## src/rtl/frameRingPkg.sv

```systemverilog
package frameRingPkg;
  localparam int FRAMES      = 4;
  localparam int FRAME_IDX_W = 2;

  // strobes handed from the control to the datapath each cycle
  typedef struct packed {
    logic                   wrEn;
    logic                   rdEn;
    logic                   rdTrig;
    logic [FRAME_IDX_W-1:0] rdFrame;
  } memStrobe_t;
endpackage

```

## src/rtl/frameRingCtrl.sv

```systemverilog
module frameRingCtrl
  import frameRingPkg::*;
#(
  parameter int OFS_W = 4
) (
  input  logic                   clk,
  input  logic                   rstN,
  input  logic [OFS_W:0]         frameLen,
  input  logic                   inValid,
  input  logic                   trigger,
  input  logic                   rdHold,
  output memStrobe_t             strobe,
  output logic [OFS_W+1:0]       memAddr,
  output logic [FRAME_IDX_W-1:0] wrFrame,
  output logic                   frameSync,
  output logic                   overrun
);
  localparam logic [OFS_W-1:0] OFS_ONE = 1;
  localparam logic [OFS_W:0]   LEN_ONE = 1;

  logic                   phase;    // 0 = write slot, 1 = read slot
  logic                   pend;
  logic [FRAME_IDX_W-1:0] rdPtr;
  logic [OFS_W-1:0]       wrOfs, rdOfs;
  logic [FRAMES-1:0]      full, fullNxt, trigTag;
  logic                   carry;
  logic [OFS_W:0]         lastOfs;
  logic [FRAME_IDX_W-1:0] wrNext;
  logic                   doWrite, doRead, wrLast, rdLast, collide;

  assign lastOfs = frameLen - LEN_ONE;
  assign wrNext  = wrFrame + 2'd1;
  assign doWrite = !phase && pend;
  assign doRead  = phase && !rdHold && full[rdPtr];
  assign wrLast  = doWrite && ({1'b0, wrOfs} >= lastOfs);
  assign rdLast  = doRead && ({1'b0, rdOfs} >= lastOfs);
  assign collide = wrLast && full[wrNext];

  assign strobe.wrEn    = doWrite;
  assign strobe.rdEn    = doRead;
  assign strobe.rdTrig  = trigTag[rdPtr];
  assign strobe.rdFrame = rdPtr;
  assign memAddr = phase ? {rdPtr, rdOfs} : {wrFrame, wrOfs};

  always_comb begin
    fullNxt = full;
    if (rdLast) fullNxt[rdPtr] = 1'b0;
    if (wrLast) begin
      fullNxt[wrFrame] = 1'b1;
      if (full[wrNext]) fullNxt[wrNext] = 1'b0;
    end
  end

  always_ff @(posedge clk or negedge rstN) begin
    if (!rstN) begin
      phase     <= 1'b0;
      pend      <= 1'b0;
      wrFrame   <= '0;
      rdPtr     <= '0;
      wrOfs     <= '0;
      rdOfs     <= '0;
      full      <= '0;
      trigTag   <= '0;
      carry     <= 1'b0;
      frameSync <= 1'b0;
      overrun   <= 1'b0;
    end else begin
      phase     <= !phase;
      pend      <= inValid || (pend && !doWrite);
      full      <= fullNxt;
      frameSync <= wrLast;
      overrun   <= collide;
      if (doWrite) begin
        wrOfs <= wrLast ? '0 : wrOfs + OFS_ONE;
        if (wrLast) wrFrame <= wrNext;
      end
      if (doRead) begin
        rdOfs <= rdLast ? '0 : rdOfs + OFS_ONE;
        if (rdLast) rdPtr <= rdPtr + 2'd1;
      end else if (collide) begin
        rdOfs <= '0;
        rdPtr <= rdPtr + 2'd1;
      end
      if (trigger) trigTag[wrFrame] <= 1'b1;
      if (wrLast) begin
        trigTag[wrNext] <= carry || trigger;
        carry           <= 1'b0;
      end else if (trigger) begin
        carry <= 1'b1;
      end
    end
  end

  AST_RD_NOT_WR_FRAME: assert property (@(posedge clk) disable iff (!rstN)
    strobe.rdEn |-> (rdPtr != wrFrame));
  AST_OFS_IN_FRAME: assert property (@(posedge clk) disable iff (!rstN)
    ({1'b0, wrOfs} < frameLen) && ({1'b0, rdOfs} < frameLen));
endmodule

```

## src/rtl/frameRingData.sv

```systemverilog
module frameRingData
  import frameRingPkg::*;
#(
  parameter int SAMPLE_W = 16,
  parameter int ADDR_W   = 6
) (
  input  logic                   clk,
  input  logic                   rstN,
  input  logic                   inValid,
  input  logic [SAMPLE_W-1:0]    sampleLo,
  input  logic [SAMPLE_W-1:0]    sampleHi,
  input  memStrobe_t             strobe,
  input  logic [ADDR_W-1:0]      memAddr,
  output logic                   trigValid,
  output logic                   contValid,
  output logic [2*SAMPLE_W-1:0]  rdWord,
  output logic [FRAME_IDX_W-1:0] rdFrame
);
  localparam int WORD_W = 2 * SAMPLE_W;
  localparam int DEPTH  = 2 ** ADDR_W;

  logic [WORD_W-1:0] mem [DEPTH];
  logic [WORD_W-1:0] pendWord;

  always_ff @(posedge clk) begin
    if (strobe.wrEn) mem[memAddr] <= pendWord;
  end

  always_ff @(posedge clk or negedge rstN) begin
    if (!rstN) begin
      pendWord  <= '0;
      trigValid <= 1'b0;
      contValid <= 1'b0;
      rdWord    <= '0;
      rdFrame   <= '0;
    end else begin
      if (inValid) pendWord <= {sampleHi, sampleLo};
      trigValid <= strobe.rdEn && strobe.rdTrig;
      contValid <= strobe.rdEn && !strobe.rdTrig;
      if (strobe.rdEn) begin
        rdWord  <= mem[memAddr];
        rdFrame <= strobe.rdFrame;
      end
    end
  end

  AST_OUT_SPACED: assert property (@(posedge clk) disable iff (!rstN)
    (trigValid || contValid) |=> !(trigValid || contValid));
endmodule

```

## src/rtl/frameRing.sv

```systemverilog
module frameRing
  import frameRingPkg::*;
#(
  parameter int SAMPLE_W        = 16,
  parameter int FRAME_WORDS_MAX = 16,
  localparam int OFS_W  = $clog2(FRAME_WORDS_MAX),
  localparam int ADDR_W = FRAME_IDX_W + OFS_W
) (
  input  logic                   clk,
  input  logic                   rstN,
  input  logic [OFS_W:0]         frameLen,
  input  logic                   inValid,
  input  logic [SAMPLE_W-1:0]    sampleLo,
  input  logic [SAMPLE_W-1:0]    sampleHi,
  input  logic                   trigger,
  input  logic                   rdHold,
  output logic                   trigValid,
  output logic                   contValid,
  output logic [2*SAMPLE_W-1:0]  rdWord,
  output logic [FRAME_IDX_W-1:0] rdFrame,
  output logic [FRAME_IDX_W-1:0] wrFrame,
  output logic                   frameSync,
  output logic                   overrun
);
  memStrobe_t        strobe;
  logic [ADDR_W-1:0] memAddr;

  frameRingCtrl #(.OFS_W(OFS_W)) ctrl (
    .clk(clk), .rstN(rstN), .frameLen(frameLen), .inValid(inValid),
    .trigger(trigger), .rdHold(rdHold), .strobe(strobe), .memAddr(memAddr),
    .wrFrame(wrFrame), .frameSync(frameSync), .overrun(overrun)
  );

  frameRingData #(.SAMPLE_W(SAMPLE_W), .ADDR_W(ADDR_W)) data (
    .clk(clk), .rstN(rstN), .inValid(inValid), .sampleLo(sampleLo),
    .sampleHi(sampleHi), .strobe(strobe), .memAddr(memAddr),
    .trigValid(trigValid), .contValid(contValid), .rdWord(rdWord),
    .rdFrame(rdFrame)
  );

  AST_SYNC_ADVANCE: assert property (@(posedge clk) disable iff (!rstN)
    frameSync |-> (wrFrame == $past(wrFrame) + 2'd1));
  AST_OVERRUN_ON_SYNC: assert property (@(posedge clk) disable iff (!rstN)
    overrun |-> frameSync);
  AST_HOLD_STALLS: assert property (@(posedge clk) disable iff (!rstN)
    (trigValid || contValid) |-> !$past(rdHold));
endmodule

```

## config.mk

```make
export PLATFORM = sky130hd
export DESIGN_NAME = frameRing
export DESIGN_NICKNAME = d
export VERILOG_FILES = /design/src/rtl/frameRingPkg.sv /design/src/rtl/frameRingCtrl.sv /design/src/rtl/frameRingData.sv /design/src/rtl/frameRing.sv
export SDC_FILE = /design/constraint.sdc
export NUM_CORES = 2
export LEC_CHECK = 0
export BUFFER_PORTS_ARGS = -buffer_cell sky130_fd_sc_hd__buf_2
export CAP_MARGIN = 20
export CORE_UTILIZATION = 40
export CTS_CLUSTER_SIZE = 16
export DETAILED_ROUTE_END_ITERATION = 7
export PLACE_DENSITY_LB_ADDON = 0.1
export SLEW_MARGIN = 40
export SYNTH_ARGS = -nofsm -noshare
export SYNTH_HDL_FRONTEND = slang
export SYNTH_SLANG_ARGS = --single-unit
```

## constraint.sdc

```tcl
create_clock -name clk -period 4.8 [get_ports clk]
set_clock_uncertainty 0.05 [all_clocks]
set_input_delay 0.96 -clock clk [delete_from_list [all_inputs] [get_ports clk]]
set_output_delay 0.96 -clock clk [all_outputs]
set_load 0.02 [all_outputs]
```

==> impl_metrics.json <==
{
  "initial_core_util_pct": 40.2,
  "startpoint_type": "flip-flop",
  "fin_crit_ns": 4.27,
  "cts_sinks": 2141,
  "rsz0062_at_grt": "no",
  "drtAntennaViolNets": 0,
  "yosysWarnings": 0,
  "synth_compound_area_share_pct": 10.6,
  "post_cts_buffers": 0,
  "rows": 164,
  "htree_levels": 4,
  "ys_ff_latch": 2141,
  "synth_fa_ha_area_share_pct": 0.290,
  "fmax_mhz": 234,
  "boundaryPins": 82,
  "clkTransAtPathRegs_ns": 0.07,
  "layout_commonest_cell": "edfxtp_1",
  "slew_viol_final": 0,
  "dieArea_um2": 202000,
  "dr.pass1.iters": 5,
  "outcome": "finished, final reports clean",
  "cts_tree": "done",
  "grt_max_degree": 102,
  "synth-edff-count": 2048,
  "path_class": "flip-flop to flip-flop",
  "ys_async_sr_fraction_pct": 4.34,
  "cts_root_buffer": "clkbuf_16",
  "ys_types": 69,
  "setup_violations": 0,
  "antenna_found_initial": 7,
  "syn_avg_cell_area_um2": 17.8,
  "period_share_pct": 88.9,
  "area_growth_pct": 15.1,
  "worstSkewPairLatency_ns": 0.87,
  "hold_viol": 0,
  "drc_errors": 0,
  "crit_arrival_ns": 4.90,
  "syn-num-nets": 4580,
  "die_width_um": 450,
  "numCtsBuffers": 222,
  "final_cell_mix": "edfxtp_1 (2048), a22oi_1 (593), mux2i_1 (301), nand2_1 (243), clkbuf_16 (222)",
  "drtIter0Drc": 4921,
  "numPortBuffers": 81,
  "leakagePower_nw": 29.1,
  "synth_area_um2": 80300,
  "min_path_type": "input pin to asynchronous set/reset pin",
  "wl_per_cell_um": 32.5,
  "critPathCaptureType": "flip-flop",
  "drive_above_1_share_pct": 15.9,
  "power_density_nw_per_um2": 550,
  "core_area_um2": 199000,
  "routed_via_density": 5.86,
  "slew_headroom_pct": 36.3,
  "synth_ff_type": "edfxtp_1",
  "synth_simple_gate_area_share_pct": 2.84,
  "synth_top_family_by_area": "compound AO/OA/AOI/OAI gates",
  "yosysSeqAreaShare_pct": 79.5,
  "synthTopCellsByArea": "edfxtp_1 (77%), a22oi_1 (5.5%), mux2i_1 (3.8%)",
  "cts_hold_buf": 0,
  "crit_required_ns": 5.43,
  "grt_usage_pct": 24.1,
  "whs_ns": 0.0581,
  "grt_pass1_vias": 43400,
  "routed_wl_um": 247000,
  "max_cap_viol_count": 0,
  "tightest_slew_ns": 0.949,
  "dp.cells": 7198,
  "synthMuxAreaShare_pct": 4.33,
  "grt_first_pass_wirelength_um": 348000,
  "synth_xor_area_share_pct": 0.0873,
  "die_h_um": 450,
  "via_count": 44600,
  "peakVddDrop_mv": 0.392,
  "grt_overflow": 0,
  "ctsResizeCount": 0,
  "crit_fanout": 16,
  "setup_tns_ns": 0,
  "gp_congestion": 0.779,
  "clk_path_buf_depth": 3,
  "fin_cells": 7618,
  "syn_inst": 4521,
  "final_nets": 4825,
  "dpl.hpwl_um": 136000,
  "yosysTopAreaCell": "edfxtp_1",
  "synth_top_area_share_pct": 76.6
}
synth_stat cells (3+ instances only):
library cell     n
nor2_1          93
nand4_1         17
o21ai_0         87
buf_2          131
xnor2_1          5
nand3_1          9
or3_1            3
buf_6           41
xor2_1           3
and3_1          21
a41o_1           5
edfxtp_1      2048
buf_1            9
ha_1            17
o22ai_1        154
nor3_1          46
or2_2            3
mux2i_1        302
clkbuf_1        67
a21o_1           7
a31oi_1         40
a41oi_1        130
and2_1           3
a221oi_1        29
inv_1           13
nor4_1          31
buf_4           45
o221ai_1         4
nand2_1        245
o21a_1           3
a21oi_1        130
and4_1           5
a22oi_1        593
a32o_1           3
nor2b_1          4
nand2b_1         7
a32oi_1          3
dfrtp_1         93
mux2_2          34
power by group:
part           total, mW  internal, mW  switching (mW)
Combinational       11.9          3.81            8.05
Sequential          22.4          21.6           0.773
Clock               16.5          9.23            7.30
registers in the layout (all words and copies together) (netlist names):
signal          flops
ctrl.trigTag        4
ctrl.phase          1
data.rdWord        32
ctrl.rdPtr          2
data.rdFrame        2
ctrl.wrOfs          4
ctrl.overrun        1
ctrl.carry          1
ctrl.frameSync      1
data.mem         2048
ctrl.pend           1
data.contValid      1
ctrl.rdOfs          4
ctrl.wrFrame        2
data.trigValid      1
data.pendWord      32
ctrl.full           4
routing by layer:
metal  global-route usage, %  wire length (um)  vias to the layer above
li1                        -                 -                    19100
met1                    35.3            111000                    23800
met2                    38.5            117000                     1483
met3                    3.30             14400                      264
met4                    5.01              4320                        0
met5                       0                 0                        -
cell families (layout without fill, tap and decap cells):
| logic type | count (synthesis) | count (layout) |
|---|---|---|
| AO/OA/AOI/OAI | 1203 | 1203 |
| XOR/XNOR | 8 | 8 |
| adder cells (fa/ha/maj) | 19 | 19 |
| buffers and inverters | 309 | 748 |
| flip-flops | 2141 | 2141 |
| multiplexers | 340 | 340 |
| other | 0 | 2 |
| AND/OR/NAND/NOR | 501 | 501 |
cell type report:
class / count / area [um^2]
fill: 17200 / 107000
sequential: 2141 / 63900
multi-input combinational: 2071 / 15200
clock buffer: 302 / 6030
tap: 2656 / 3320
timing repair buffer: 316 / 3040
clock inverter: 116 / 922
inverter: 14 / 52.6
antenna: 2 / 5.00
worst paths after layout:
| check | slack (ns) | start | depth (start not counted) | endpoint |
|---|---|---|---|---|
| worst max-delay path | 0.53 | ctrl.phase$_DFF_PN0_ | 8 | data.rdWord[9]$_DFFE_PN0P_ |
| worst min-delay path | 0.06 | rstN | 1 | data.pendWord[21]$_DFFE_PN0P_ |
| worst max register to register | 0.53 | ctrl.phase$_DFF_PN0_ | 8 | data.rdWord[9]$_DFFE_PN0P_ |
| worst min register to register | 0.43 | data.rdFrame[0]$_DFFE_PN0P_ | 2 | data.rdFrame[0]$_DFFE_PN0P_ |
| max in group asynchronous | 3.54 | rstN | 2 | data.pendWord[17]$_DFFE_PN0P_ |
| min in group clk | 0.28 | sampleLo[15] | 2 | data.pendWord[15]$_DFFE_PN0P_ |
worst max-delay path, stage by stage, from the launching register on:
cell      delay (ns)
dfrtp_1         0.86
buf_4           0.34
nor2_1          0.08
a32oi_1         0.51
nand2b_2        0.80
buf_4           0.32
a41oi_1         0.08
nor3_1          0.79
a31oi_1         0.20
stage by stage:
step           total power [mW]  cell area (um^2)  util, %  setup slack [ns]
2_1_floorplan              29.4             80300        -              1.18
3_5_place_dp               34.7             85400     42.8             0.629
6_report                   50.8             92400     46.3             0.532
5_1_grt                    52.5             92400     46.3             0.422
4_1_cts                    51.1             92400     46.3             0.567
3_3_place_gp               34.6             85400     42.8             0.488
Power figures use the tool's default switching activity.
